**config.mk**
```make
export PLATFORM = sky130hd
export DESIGN_NAME = noise_mixer
export DESIGN_NICKNAME = d
export VERILOG_FILES = /design/src/rtl/nmix_pkg.sv /design/src/rtl/start_lfsr.sv /design/src/rtl/addr_ring.sv /design/src/rtl/gain_shadow.sv /design/src/rtl/weight_mac.sv /design/src/rtl/noise_mixer.sv
export SDC_FILE = /design/constraint.sdc
export NUM_CORES = 1
export LEC_CHECK = 0
export BUFFER_PORTS_ARGS = -buffer_cell sky130_fd_sc_hd__clkbuf_2
export CORE_MARGIN = 2
export CORE_UTILIZATION = 59
export CTS_CLUSTER_SIZE = 28
export DETAILED_ROUTE_END_ITERATION = 6
export GPL_TIMING_DRIVEN = 1
export PLACE_DENSITY = 0.8
export SYNTH_ARGS = -nofsm -noshare
export SYNTH_HDL_FRONTEND = slang
export SYNTH_SLANG_ARGS = --single-unit
```
**constraint.sdc**
```tcl
create_clock -name clk -period 11.1 [get_ports clk]
set_clock_uncertainty 0.2 [all_clocks]
set_input_delay 2.22 -clock clk [delete_from_list [all_inputs] [get_ports clk]]
set_output_delay 2.22 -clock clk [all_outputs]
set_load 0.005 [all_outputs]
```
**src/rtl/nmix_pkg.sv**
```systemverilog
package nmix_pkg;

    localparam int SMP_W  = 14;
    localparam int GAIN_W = 16;
    localparam int LFSR_W = 16;

    localparam logic [LFSR_W-1:0] LFSR_SEED = 16'hACE1;

    typedef logic signed [SMP_W-1:0] smp_t;
    typedef logic signed [SMP_W:0]   term_t;
    typedef logic signed [SMP_W+1:0] acc_t;
    typedef logic [GAIN_W-1:0]       gain_t;

    localparam gain_t GAIN_UNITY = gain_t'(1 << (GAIN_W - 1));

    typedef enum logic {
        GSEL_NOISE = 1'b0,
        GSEL_INTF  = 1'b1
    } gsel_e;

    typedef struct packed {
        gain_t noise;
        gain_t intf;
    } gain_pair_t;

    // Fibonacci step: taps 16,14,13,11
    function automatic logic [LFSR_W-1:0] lfsr_next(input logic [LFSR_W-1:0] s);
        return {s[LFSR_W-2:0], s[15] ^ s[13] ^ s[12] ^ s[10]};
    endfunction

    // Signed sample times unsigned Q1.15 weight, floored back to SMP_W+1 bits
    function automatic term_t scale_term(input smp_t s, input gain_t g);
        logic signed [SMP_W+GAIN_W:0] prod;
        prod = $signed({{(GAIN_W+1){s[SMP_W-1]}}, s}) *
               $signed({{SMP_W{1'b0}}, 1'b0, g});
        return term_t'(prod >>> (GAIN_W - 1));
    endfunction

    function automatic acc_t add_terms(input term_t a, input term_t b);
        return acc_t'({a[SMP_W], a}) + acc_t'({b[SMP_W], b});
    endfunction

    function automatic smp_t clip_sample(input acc_t x);
        acc_t hi;
        acc_t lo;
        hi = acc_t'((1 << (SMP_W - 1)) - 1);
        lo = -hi - acc_t'(1);
        if (x > hi)      return smp_t'(hi);
        else if (x < lo) return smp_t'(lo);
        else             return smp_t'(x);
    endfunction

endpackage

```
**src/rtl/start_lfsr.sv**
```systemverilog
module start_lfsr
    import nmix_pkg::*;
#(
    parameter int DEPTH = 1000,
    localparam int AW = (DEPTH > 1) ? $clog2(DEPTH) : 1
) (
    input  logic          clk,
    input  logic          rst,
    output logic [AW-1:0] start_addr
);

    logic [LFSR_W-1:0] lfsr_q;

    always_ff @(posedge clk) begin
        if (rst) lfsr_q <= LFSR_SEED;
        else     lfsr_q <= lfsr_next(lfsr_q);
    end

    always_comb start_addr = AW'(lfsr_q % LFSR_W'(DEPTH));


    lfsr_nonzero_chk: assert property (@(posedge clk) disable iff (rst)
        lfsr_q != '0);

endmodule

```
**src/rtl/addr_ring.sv**
```systemverilog
module addr_ring #(
    parameter int DEPTH = 16,
    localparam int AW = (DEPTH > 1) ? $clog2(DEPTH) : 1
) (
    input  logic          clk,
    input  logic          rst,
    input  logic          load,
    input  logic [AW-1:0] load_val,
    input  logic          step,
    output logic [AW-1:0] addr
);

    localparam logic [AW-1:0] LAST = AW'(DEPTH - 1);

    logic [AW-1:0] addr_q;

    always_ff @(posedge clk) begin
        if (rst)       addr_q <= '0;
        else if (load) addr_q <= load_val;
        else if (step) addr_q <= (addr_q == LAST) ? '0 : addr_q + AW'(1);
    end

    assign addr = addr_q;


    addr_range_chk: assert property (@(posedge clk) disable iff (rst)
        addr_q <= LAST);

endmodule

```
**src/rtl/gain_shadow.sv**
```systemverilog
module gain_shadow
    import nmix_pkg::*;
(
    input  logic       clk,
    input  logic       rst,
    input  logic       wr_en,
    input  gsel_e      wr_sel,
    input  gain_t      wr_gain,
    input  logic       commit,
    output gain_pair_t active
);

    gain_pair_t pend_q;
    gain_pair_t act_q;

    always_ff @(posedge clk) begin
        if (rst) begin
            pend_q <= '{noise: GAIN_UNITY, intf: GAIN_UNITY};
        end else if (wr_en) begin
            case (wr_sel)
                GSEL_NOISE: pend_q.noise <= wr_gain;
                GSEL_INTF:  pend_q.intf  <= wr_gain;
                default:    pend_q       <= pend_q;
            endcase
        end
    end

    always_ff @(posedge clk) begin
        if (rst)         act_q <= '{noise: GAIN_UNITY, intf: GAIN_UNITY};
        else if (commit) act_q <= pend_q;
    end

    assign active = act_q;

    logic armed_q;
    always_ff @(posedge clk) begin
        if (rst) armed_q <= 1'b0;
        else     armed_q <= 1'b1;
    end


    gain_hold_chk: assert property (@(posedge clk) disable iff (rst || !armed_q)
        !commit |=> $stable(act_q));

endmodule

```
**src/rtl/weight_mac.sv**
```systemverilog
module weight_mac
    import nmix_pkg::*;
(
    input  smp_t       noise_s,
    input  smp_t       intf_s,
    input  gain_pair_t gains,
    input  logic       intf_on,
    output smp_t       mixed
);

    term_t n_term;
    term_t i_term;
    acc_t  total;

    always_comb begin
        n_term = scale_term(noise_s, gains.noise);
        i_term = intf_on ? scale_term(intf_s, gains.intf) : '0;
        total  = add_terms(n_term, i_term);
        mixed  = clip_sample(total);
    end

endmodule

```
**src/rtl/noise_mixer.sv**
```systemverilog
module noise_mixer
    import nmix_pkg::*;
#(
    parameter int NOISE_DEPTH = 1000,
    parameter int INTF_DEPTH  = 12,
    localparam int NAW = (NOISE_DEPTH > 1) ? $clog2(NOISE_DEPTH) : 1,
    localparam int IAW = (INTF_DEPTH > 1) ? $clog2(INTF_DEPTH) : 1
) (
    input  logic             clk,
    input  logic             rst,
    input  logic             smp_tick,
    input  logic             start_cmd,
    input  logic             stop_cmd,
    input  logic             intf_en,
    input  logic             wr_en,
    input  logic             wr_sel,
    input  logic [15:0]      wr_gain,
    output logic [NAW-1:0]   noise_addr,
    input  logic [13:0]      noise_rd,
    output logic [IAW-1:0]   intf_addr,
    input  logic [13:0]      intf_rd,
    output logic [13:0]      dac_word,
    output logic             dac_stb
);

    logic       run_q;
    logic       fire;
    logic [NAW-1:0] rand_addr;
    gain_pair_t gains;
    smp_t       mixed;
    smp_t       dac_q;
    logic       stb_q;

    assign fire = smp_tick && run_q && !start_cmd;

    start_lfsr #(.DEPTH(NOISE_DEPTH)) u_seed (
        .clk        (clk),
        .rst        (rst),
        .start_addr (rand_addr)
    );

    addr_ring #(.DEPTH(NOISE_DEPTH)) u_noise_ring (
        .clk      (clk),
        .rst      (rst),
        .load     (start_cmd),
        .load_val (rand_addr),
        .step     (fire),
        .addr     (noise_addr)
    );

    addr_ring #(.DEPTH(INTF_DEPTH)) u_intf_ring (
        .clk      (clk),
        .rst      (rst),
        .load     (start_cmd),
        .load_val ('0),
        .step     (fire && intf_en),
        .addr     (intf_addr)
    );

    gain_shadow u_gains (
        .clk     (clk),
        .rst     (rst),
        .wr_en   (wr_en),
        .wr_sel  (gsel_e'(wr_sel)),
        .wr_gain (gain_t'(wr_gain)),
        .commit  (smp_tick),
        .active  (gains)
    );

    weight_mac u_mac (
        .noise_s (smp_t'(noise_rd)),
        .intf_s  (smp_t'(intf_rd)),
        .gains   (gains),
        .intf_on (intf_en),
        .mixed   (mixed)
    );

    always_ff @(posedge clk) begin
        if (rst)            run_q <= 1'b0;
        else if (start_cmd) run_q <= 1'b1;
        else if (stop_cmd)  run_q <= 1'b0;
    end

    always_ff @(posedge clk) begin
        if (rst) begin
            dac_q <= '0;
            stb_q <= 1'b0;
        end else begin
            stb_q <= fire;
            if (fire)          dac_q <= mixed;
            else if (smp_tick) dac_q <= '0;
        end
    end

    assign dac_word = dac_q;
    assign dac_stb  = stb_q;

    logic armed_q;
    always_ff @(posedge clk) begin
        if (rst) armed_q <= 1'b0;
        else     armed_q <= 1'b1;
    end


    stb_cause_chk: assert property (@(posedge clk) disable iff (rst || !armed_q)
        dac_stb |-> ($past(smp_tick) && $past(run_q) && !$past(start_cmd)));


    intf_hold_chk: assert property (@(posedge clk) disable iff (rst || !armed_q)
        (!intf_en && !start_cmd) |=> $stable(intf_addr));


    noise_hold_chk: assert property (@(posedge clk) disable iff (rst || !armed_q)
        (!smp_tick && !start_cmd) |=> $stable(noise_addr));


    idle_zero_chk: assert property (@(posedge clk) disable iff (rst || !armed_q)
        ($past(smp_tick) && !dac_stb) |-> (dac_word == '0));

endmodule

```
### Yosys cells after proc, flatten, opt, wreduce, memory -nomap -nowiden

Cells that the tools add are included.

| cells by class | value |
|---|---|
| add/sub/neg operators | 3 |
| multiply operators | 2 |
| div/mod/pow operators | 1 |
| $lt $le $gt $ge | 2 |
| eq/ne operators | 2 |
| shifts and indexed selects | 0 |
| muxes and demuxes | 11 |
| bitwise operators | 4 |
| reduce and logical (&&, ||, !) cells | 10 |

Operators with widths:

| cell | count |
|---|---|
| $mul A14 B17 Y30 | 2 |
| $mux W14 | 4 |
| $mux W10 | 3 |
| $add A15 B15 Y16 | 1 |
| $gt A16 B14 Y1 const B | 1 |
| $lt A16 B14 Y1 const B | 1 |
| $mod A16 B10 Y16 const B | 1 |
| $mux W15 | 1 |
| $add A10 B1 Y10 const B | 1 |
| $eq A10 B10 Y1 const B | 1 |
| $reduce_bool A2 Y1 | 3 |
| $add A4 B1 Y4 const B | 1 |
| $eq A4 B4 Y1 const B | 1 |
| $mux W4 | 1 |
| $reduce_and A2 Y1 | 2 |
| $logic_and A1 B1 Y1 | 3 |
| $xor A1 B1 Y1 | 3 |
| $mux W1 | 2 |
| $reduce_or A2 Y1 | 1 |
| $logic_not A1 Y1 | 1 |
| $not A1 Y1 | 1 |

| word-level totals | value |
|---|---|
| bits in registers | 110 |
| latch bits | 0 |
| RAM bits | 0 |
| memory bits (read-only) | 0 |
| word-level logic and storage cells | 45 |
| memories kept | 0 |

### Longest topological paths before layout

| depth | value |
|---|---|
| depth in word-level cells | 7 |
| depth in mapped cells | 42 |

### Hierarchy

A second synthesis with hierarchy kept.

| unflattened totals | value |
|---|---|
| cells, all modules | 2587 |
| area total of the unflattened synthesis | 22430.3 um^2 |

By module, submodules not included:

| module | times used | cells an instance | area an instance (um^2) | sequential area each (um^2) |
|---|---|---|---|---|
| weight_mac | 1 | 1869 | 15940.3 | 0.0 |
| start_lfsr | 1 | 326 | 2492.4 | 320.3 |
| gain_shadow | 1 | 228 | 2479.9 | 1281.2 |
| noise_mixer | 1 | 71 | 685.7 | 320.3 |
| addr_ring (u_noise_ring) | 1 | 68 | 593.1 | 200.2 |
| addr_ring (u_intf_ring) | 1 | 25 | 239.0 | 80.1 |

### Worst setup path before layout

Ideal clock, no wire load.

| timing | value |
|---|---|
| path kind | input-to-reg |
| start | in intf_rd[7] |
| end | reg dac_q[0] (netlist: dac_word[0]) |
| arrival time | 10.290 ns |
| required time | 10.830 ns |
| path slack | 0.541 ns |
| stages on the path | 37 |
| buffers on the path | 2 |
| cells stage by stage | clkbuf_1 -> nand2_1 -> fa_1 -> inv_1 -> fa_1 -> inv_1 -> fa_1 -> inv_1 -> fa_1 -> fa_1 -> fa_1 -> ha_1 -> a2111oi_0 -> o21ai_0 -> a31oi_1 -> nor2b_1 -> nor2_1 -> o21ai_0 -> and3b_1 -> ha_1 -> a21o_1 -> a21oi_1 -> o21bai_1 -> a21oi_1 -> o21bai_1 -> a21oi_1 -> o21bai_1 -> a21oi_1 -> o21bai_1 -> a21oi_1 -> nor2b_1 -> o311ai_0 -> nand2_1 -> a21boi_0 -> clkbuf_1 -> o21ai_0 -> a21oi_1 |

| on the way | value |
|---|---|
| cells in the longest elaborated chain, start to end | 7 |
| elaborated cells between the ends (all ways) | 8 |
| classes of those cells | add/sub: 1; mul: 1; order compare: 2; mux: 4 |

RTL lines:

| what | line | text |
|---|---|---|
| start, declared | noise_mixer.sv:21 | `input logic [13:0] intf_rd,` |
| $mul A14 B17 Y30 (*) | nmix_pkg.sv:34 | `prod = $signed({{(GAIN_W+1){s[SMP_W-1]}}, s}) *` |
| $mux W15 (*) | weight_mac.sv:17 | `i_term = intf_on ? scale_term(intf_s, gains.intf) : '0;` |
| $add A15 B15 Y16 (*) | nmix_pkg.sv:40 | `return acc_t'({a[SMP_W], a}) + acc_t'({b[SMP_W], b});` |
| $lt A16 B14 Y1 | nmix_pkg.sv:49 | `else if (x < lo) return smp_t'(lo);` |
| $mux W14 | nmix_pkg.sv:49 |  |
| $mux W14 (*) | nmix_pkg.sv:48 | `if (x > hi) return smp_t'(hi);` |
| $mux W14 (*) | noise_mixer.sv:90 | `if (fire) dac_q <= mixed;` |
| end signal, assigned | noise_mixer.sv:90 |  |
| end, declared | noise_mixer.sv:31 | `smp_t dac_q;` |

Mark *: on every way between the ends. The rest lies on a longest branch, timed or not.
A chain may end at the register's enable or synchronous reset.

### Worst setup path in the final report

| timing | value |
|---|---|
| start | in noise_rd[4] |
| end | reg dac_q[1] (netlist: dac_word[1]) |

| on the way | value |
|---|---|
| cells in the longest elaborated chain, start to end | 6 |
| elaborated cells between the ends (all ways) | 7 |
| classes of those cells | add/sub: 1; mul: 1; order compare: 2; mux: 3 |

RTL lines:

| what | line | text |
|---|---|---|
| start, declared | noise_mixer.sv:19 | `input logic [13:0] noise_rd,` |
| $mul A14 B17 Y30 (*) | nmix_pkg.sv:34 |  |
| $add A15 B15 Y16 (*) | nmix_pkg.sv:40 |  |
| $lt A16 B14 Y1 | nmix_pkg.sv:49 |  |
| $mux W14 | nmix_pkg.sv:49 |  |
| $mux W14 (*) | nmix_pkg.sv:48 |  |
| $mux W14 (*) | noise_mixer.sv:90 |  |

Marked as above.

==> results.md <==
* Max IR drop VDD at 0.126 mV
* Distinct cells, synth at 102
* WL per Instance at ~17 µm
* Initial Util at 0.597
* # fillers at 2878
* Worst Path Required at 11.10 ns
* Crit-path max FO at 16
* Register area share after synthesis at 0.107
* Slowest cell on crit path: fa_1
* DPL Wire Length at 38000 µm
* Critical path destination: dac_word[1]$_SDFFE_PP0P_
* Most frequent cells in the layout: 360 x inv_1, 358 x nand2_1, 331 x fa_1, 225 x ha_1, 176 x and2_1
* Static Leak at approximately 11 nW
* Power Dens Cells at 99.5 nW/µm²
* Final Cell Area at about 21000 µm²
* GRT Util Overall at 0.278
* Setup Viol. Count Final at 0
* Avg Vias per Cell at about 5.8
* Register area at 2200 µm²
* Most common flop cell mapped by yosys: dfxtp_1
* Number of global-route vias before repair at approximately 17k
* Area growth syn-to-layout at 4.58%
* Worst path depth at 36
* R2r startpoint: u_gains.active[6]$_SDFFE_PP0P_
* Largest delay share family, worst path: adder cells
* Largest net degree at the start of global routing at roughly 110
* Port bufs at 80
* CP arrival at approximately 11 ns
* Multi-input logic area at 16500 µm²
* R2R setup slack at approximately 1.9 ns
* CTS Sinks at 110
* Clk slew on worst S/H paths at 0.08 ns
* Worst-margin pin slew at roughly 1.2 ns
* Post-DP Area at 21100 µm²
* Max cap viols at 0
* Type of origin of the critical path: input pin
* Min-delay worst type: reg2reg
* Vias at approximately 16k
* RD Place Congestion at 0.929
* Max Root-Sink Buffers at 2
* CTS root buf: clkbuf_16
* Part of the cycle the worst path needs at 0.947
* Synthesis-stage register bit count at 110
* Fin nets at approximately 3.0k
* Die Wd at 191 µm
* Slew margin rel. at 0.192
* Max-slew violation count at 0
* CTS H-tree lvls at 3
* Post-Place Cells at 2786
* Final Hold Viols at 0
* GRT Residual Overflow at 0
* Die Ht at around 190 µm
* Final setup TNS at 0 ns
* Worst-Skew Late Latency at about 0.37 ns
* Layout Utilization at 0.625
* Layout cells sized above 1 at 0.0758
* Pwr Total at approximately 2.1 mW
* Status: completed
* # IOs at a little over 80
* CTS tree: yes
* Number of core rows at slightly below 70
* Tmin final at 10.51 ns
* Final ANT Viol Nets at 0
* CTS buffer count at 9
* CP max stage delay at roughly 0.61 ns
* Mapped Nets at roughly 3.0k
* WP buf/inv at 3
* Initial antenna violation count at 0
* Post-Syn Area per Cell at a little under 9 µm²
* First-pass GRT wire length at slightly above 80000 µm
* Syn Inst Count at between 2k and 2.5k
* Post-Layout Cell Count at around 2.8k
* Yosys warning count at 0
* Most common cell after layout, fill and taps aside: inv_1
* Post-CTS setup buffers at 0
* Post-synth EDFFs at 0
* DRC Markers at 0
* Crit Path Class: in2reg
* Drt pass-1 iters at 5
* Fmax at around 0.095 GHz
* CP Capture Type: flop
* Core footprint at 34400 µm²
* Worst R2R Path Depth at 37
* Setup crit start: noise_rd[4]
* Synthesized area at just over 20000 µm²
* Reg-to-Reg End: dac_word[1]$_SDFFE_PP0P_
* DRT Wirelength at ~48000 µm
* Number of antenna diodes at 0
* Die ar. at about 36000 µm²
* Post-synthesis async set-or-reset flop share at 0
* First DRT Iteration DRCs at around 950
==> where the power goes <==
part / switching, mW / internal (mW) / leakage (nW)
registers: 0.0485 / 0.422 / 0.899
clock network: 0.166 / 0.183 / 0.158
logic: 0.757 / 0.558 / 9.85
==> per-stage QoR <==
step	setup slack, ns	hold WS (ns)
final	0.587	0.257
after global routing	-0.0251	0.281
after CTS	0.235	0.259
after detailed placement	-0.138	0.249
after global placement	0.209	0.242
after floorplan	0.541	0.233
==> state kept, by name (all words and copies together) (netlist names) <==
register and count:
u_intf_ring.addr 4, dac_word 14, run_q 1, u_gains.active 32, u_gains.pend_q 32, dac_stb 1
u_seed.lfsr_q 16, u_noise_ring.addr 10
==> layer usage <==
metal  vias up  routed length, µm  GRT usage  part of all wire
li1       7405                  -          -                 -
met1      8192              20000      0.359              0.42
met2       484              24000      0.493              0.51
met3        95               2550     0.0333             0.054
met4         0                991     0.0769             0.021
met5         -                  0          0                 0
==> logic make-up (layout without fill, tap and decap cells) <==
group / count (synthesis) / in the layout / share of synthesized area
and+or+nand+nor: 828 / 828 / 0.199
DFF: 110 / 110 / 0.107
xor gates and xnor gates: 65 / 65 / 0.0277
muxes: 36 / 36 / 0.0179
AOI/OAI and AO/OA: 274 / 274 / 0.0949
buffers and inverters: 472 / 475 / 0.0922
adders and majority gates: 559 / 559 / 0.462
==> worst register-to-register path: cells and delay by family (launching register included) <==
| family | cells | cell delay, ns |
|---|---|---|
| fa+ha+maj | 9 | 3.96 |
| compound gates | 17 | 3.03 |
| xor+xnor | 1 | 0.08 |
| flops | 1 | 0.73 |
| simple gates | 6 | 0.74 |
| buf+inv | 4 | 0.36 |
==> layout make-up <==
cell class / count / area share
inverters: 360 / 0.0629
multi-input cells: 1762 / 0.767
repair buffers: 99 / 0.0255
flip-flops and latches: 110 / 0.103
clock buffers: 9 / 0.0105
well taps: 455 / 0.0265
clock inverters: 7 / 0.00455
==> Yosys cell counts (6+ instances only) <==
| cell type | n | area share |
|---|---|---|
| ha_1 | 225 | 0.14 |
| nand2b_1 | 52 | 0.016 |
| nor2_1 | 94 | 0.017 |
| and3_1 | 11 | 0.0034 |
| a21o_1 | 15 | 0.0055 |
| nand3_1 | 26 | 0.0063 |
| nor3_1 | 23 | 0.0056 |
| xor2_1 | 16 | 0.0068 |
| buf_6 | 8 | 0.0044 |
| or3_1 | 7 | 0.0021 |
| o21bai_1 | 13 | 0.0048 |
| nor3b_1 | 6 | 0.0022 |
| fa_1 | 331 | 0.32 |
| inv_1 | 360 | 0.066 |
| o31ai_1 | 11 | 0.0040 |
| a21oi_1 | 80 | 0.020 |
| nand3b_1 | 7 | 0.0026 |
| clkbuf_1 | 87 | 0.016 |
| nand2_1 | 359 | 0.066 |
| o21a_1 | 10 | 0.0037 |
| dfxtp_1 | 110 | 0.11 |
| a31oi_1 | 18 | 0.0055 |
| buf_1 | 6 | 0.0011 |
| xnor2_1 | 49 | 0.021 |
| o211ai_1 | 9 | 0.0033 |
| mux2i_1 | 33 | 0.016 |
| and2_1 | 176 | 0.054 |
| nor2b_1 | 18 | 0.0055 |
| or2_2 | 14 | 0.0043 |
| o21ai_0 | 34 | 0.0083 |
==> how the worst min path moves through the flow <==
stage                                               start                              end  slack, ns  cells past startpoint
after floorplan           u_gains.pend_q[16]$_SDFFE_PP0P_  u_gains.pend_q[16]$_SDFFE_PP0P_       0.23                      2
after global placement    u_gains.pend_q[28]$_SDFFE_PP0P_  u_gains.pend_q[28]$_SDFFE_PP0P_       0.24                      2
after detailed placement  u_gains.pend_q[22]$_SDFFE_PP0P_  u_gains.pend_q[22]$_SDFFE_PP0P_       0.25                      2
after CTS                 u_gains.pend_q[22]$_SDFFE_PP0P_  u_gains.pend_q[22]$_SDFFE_PP0P_       0.26                      2
after global routing      u_gains.pend_q[26]$_SDFFE_PP0P_  u_gains.pend_q[26]$_SDFFE_PP0P_       0.28                      2
final                     u_gains.pend_q[22]$_SDFFE_PP0P_  u_gains.pend_q[22]$_SDFFE_PP0P_       0.26                      2
==> timing repair <==
item	4_1_cts	5_1_grt
endpoints found under the setup margin	0	13
resized for setup	0	13
hold buffers	0	0
No activity file was read; power rests on OpenSTA's default activity.
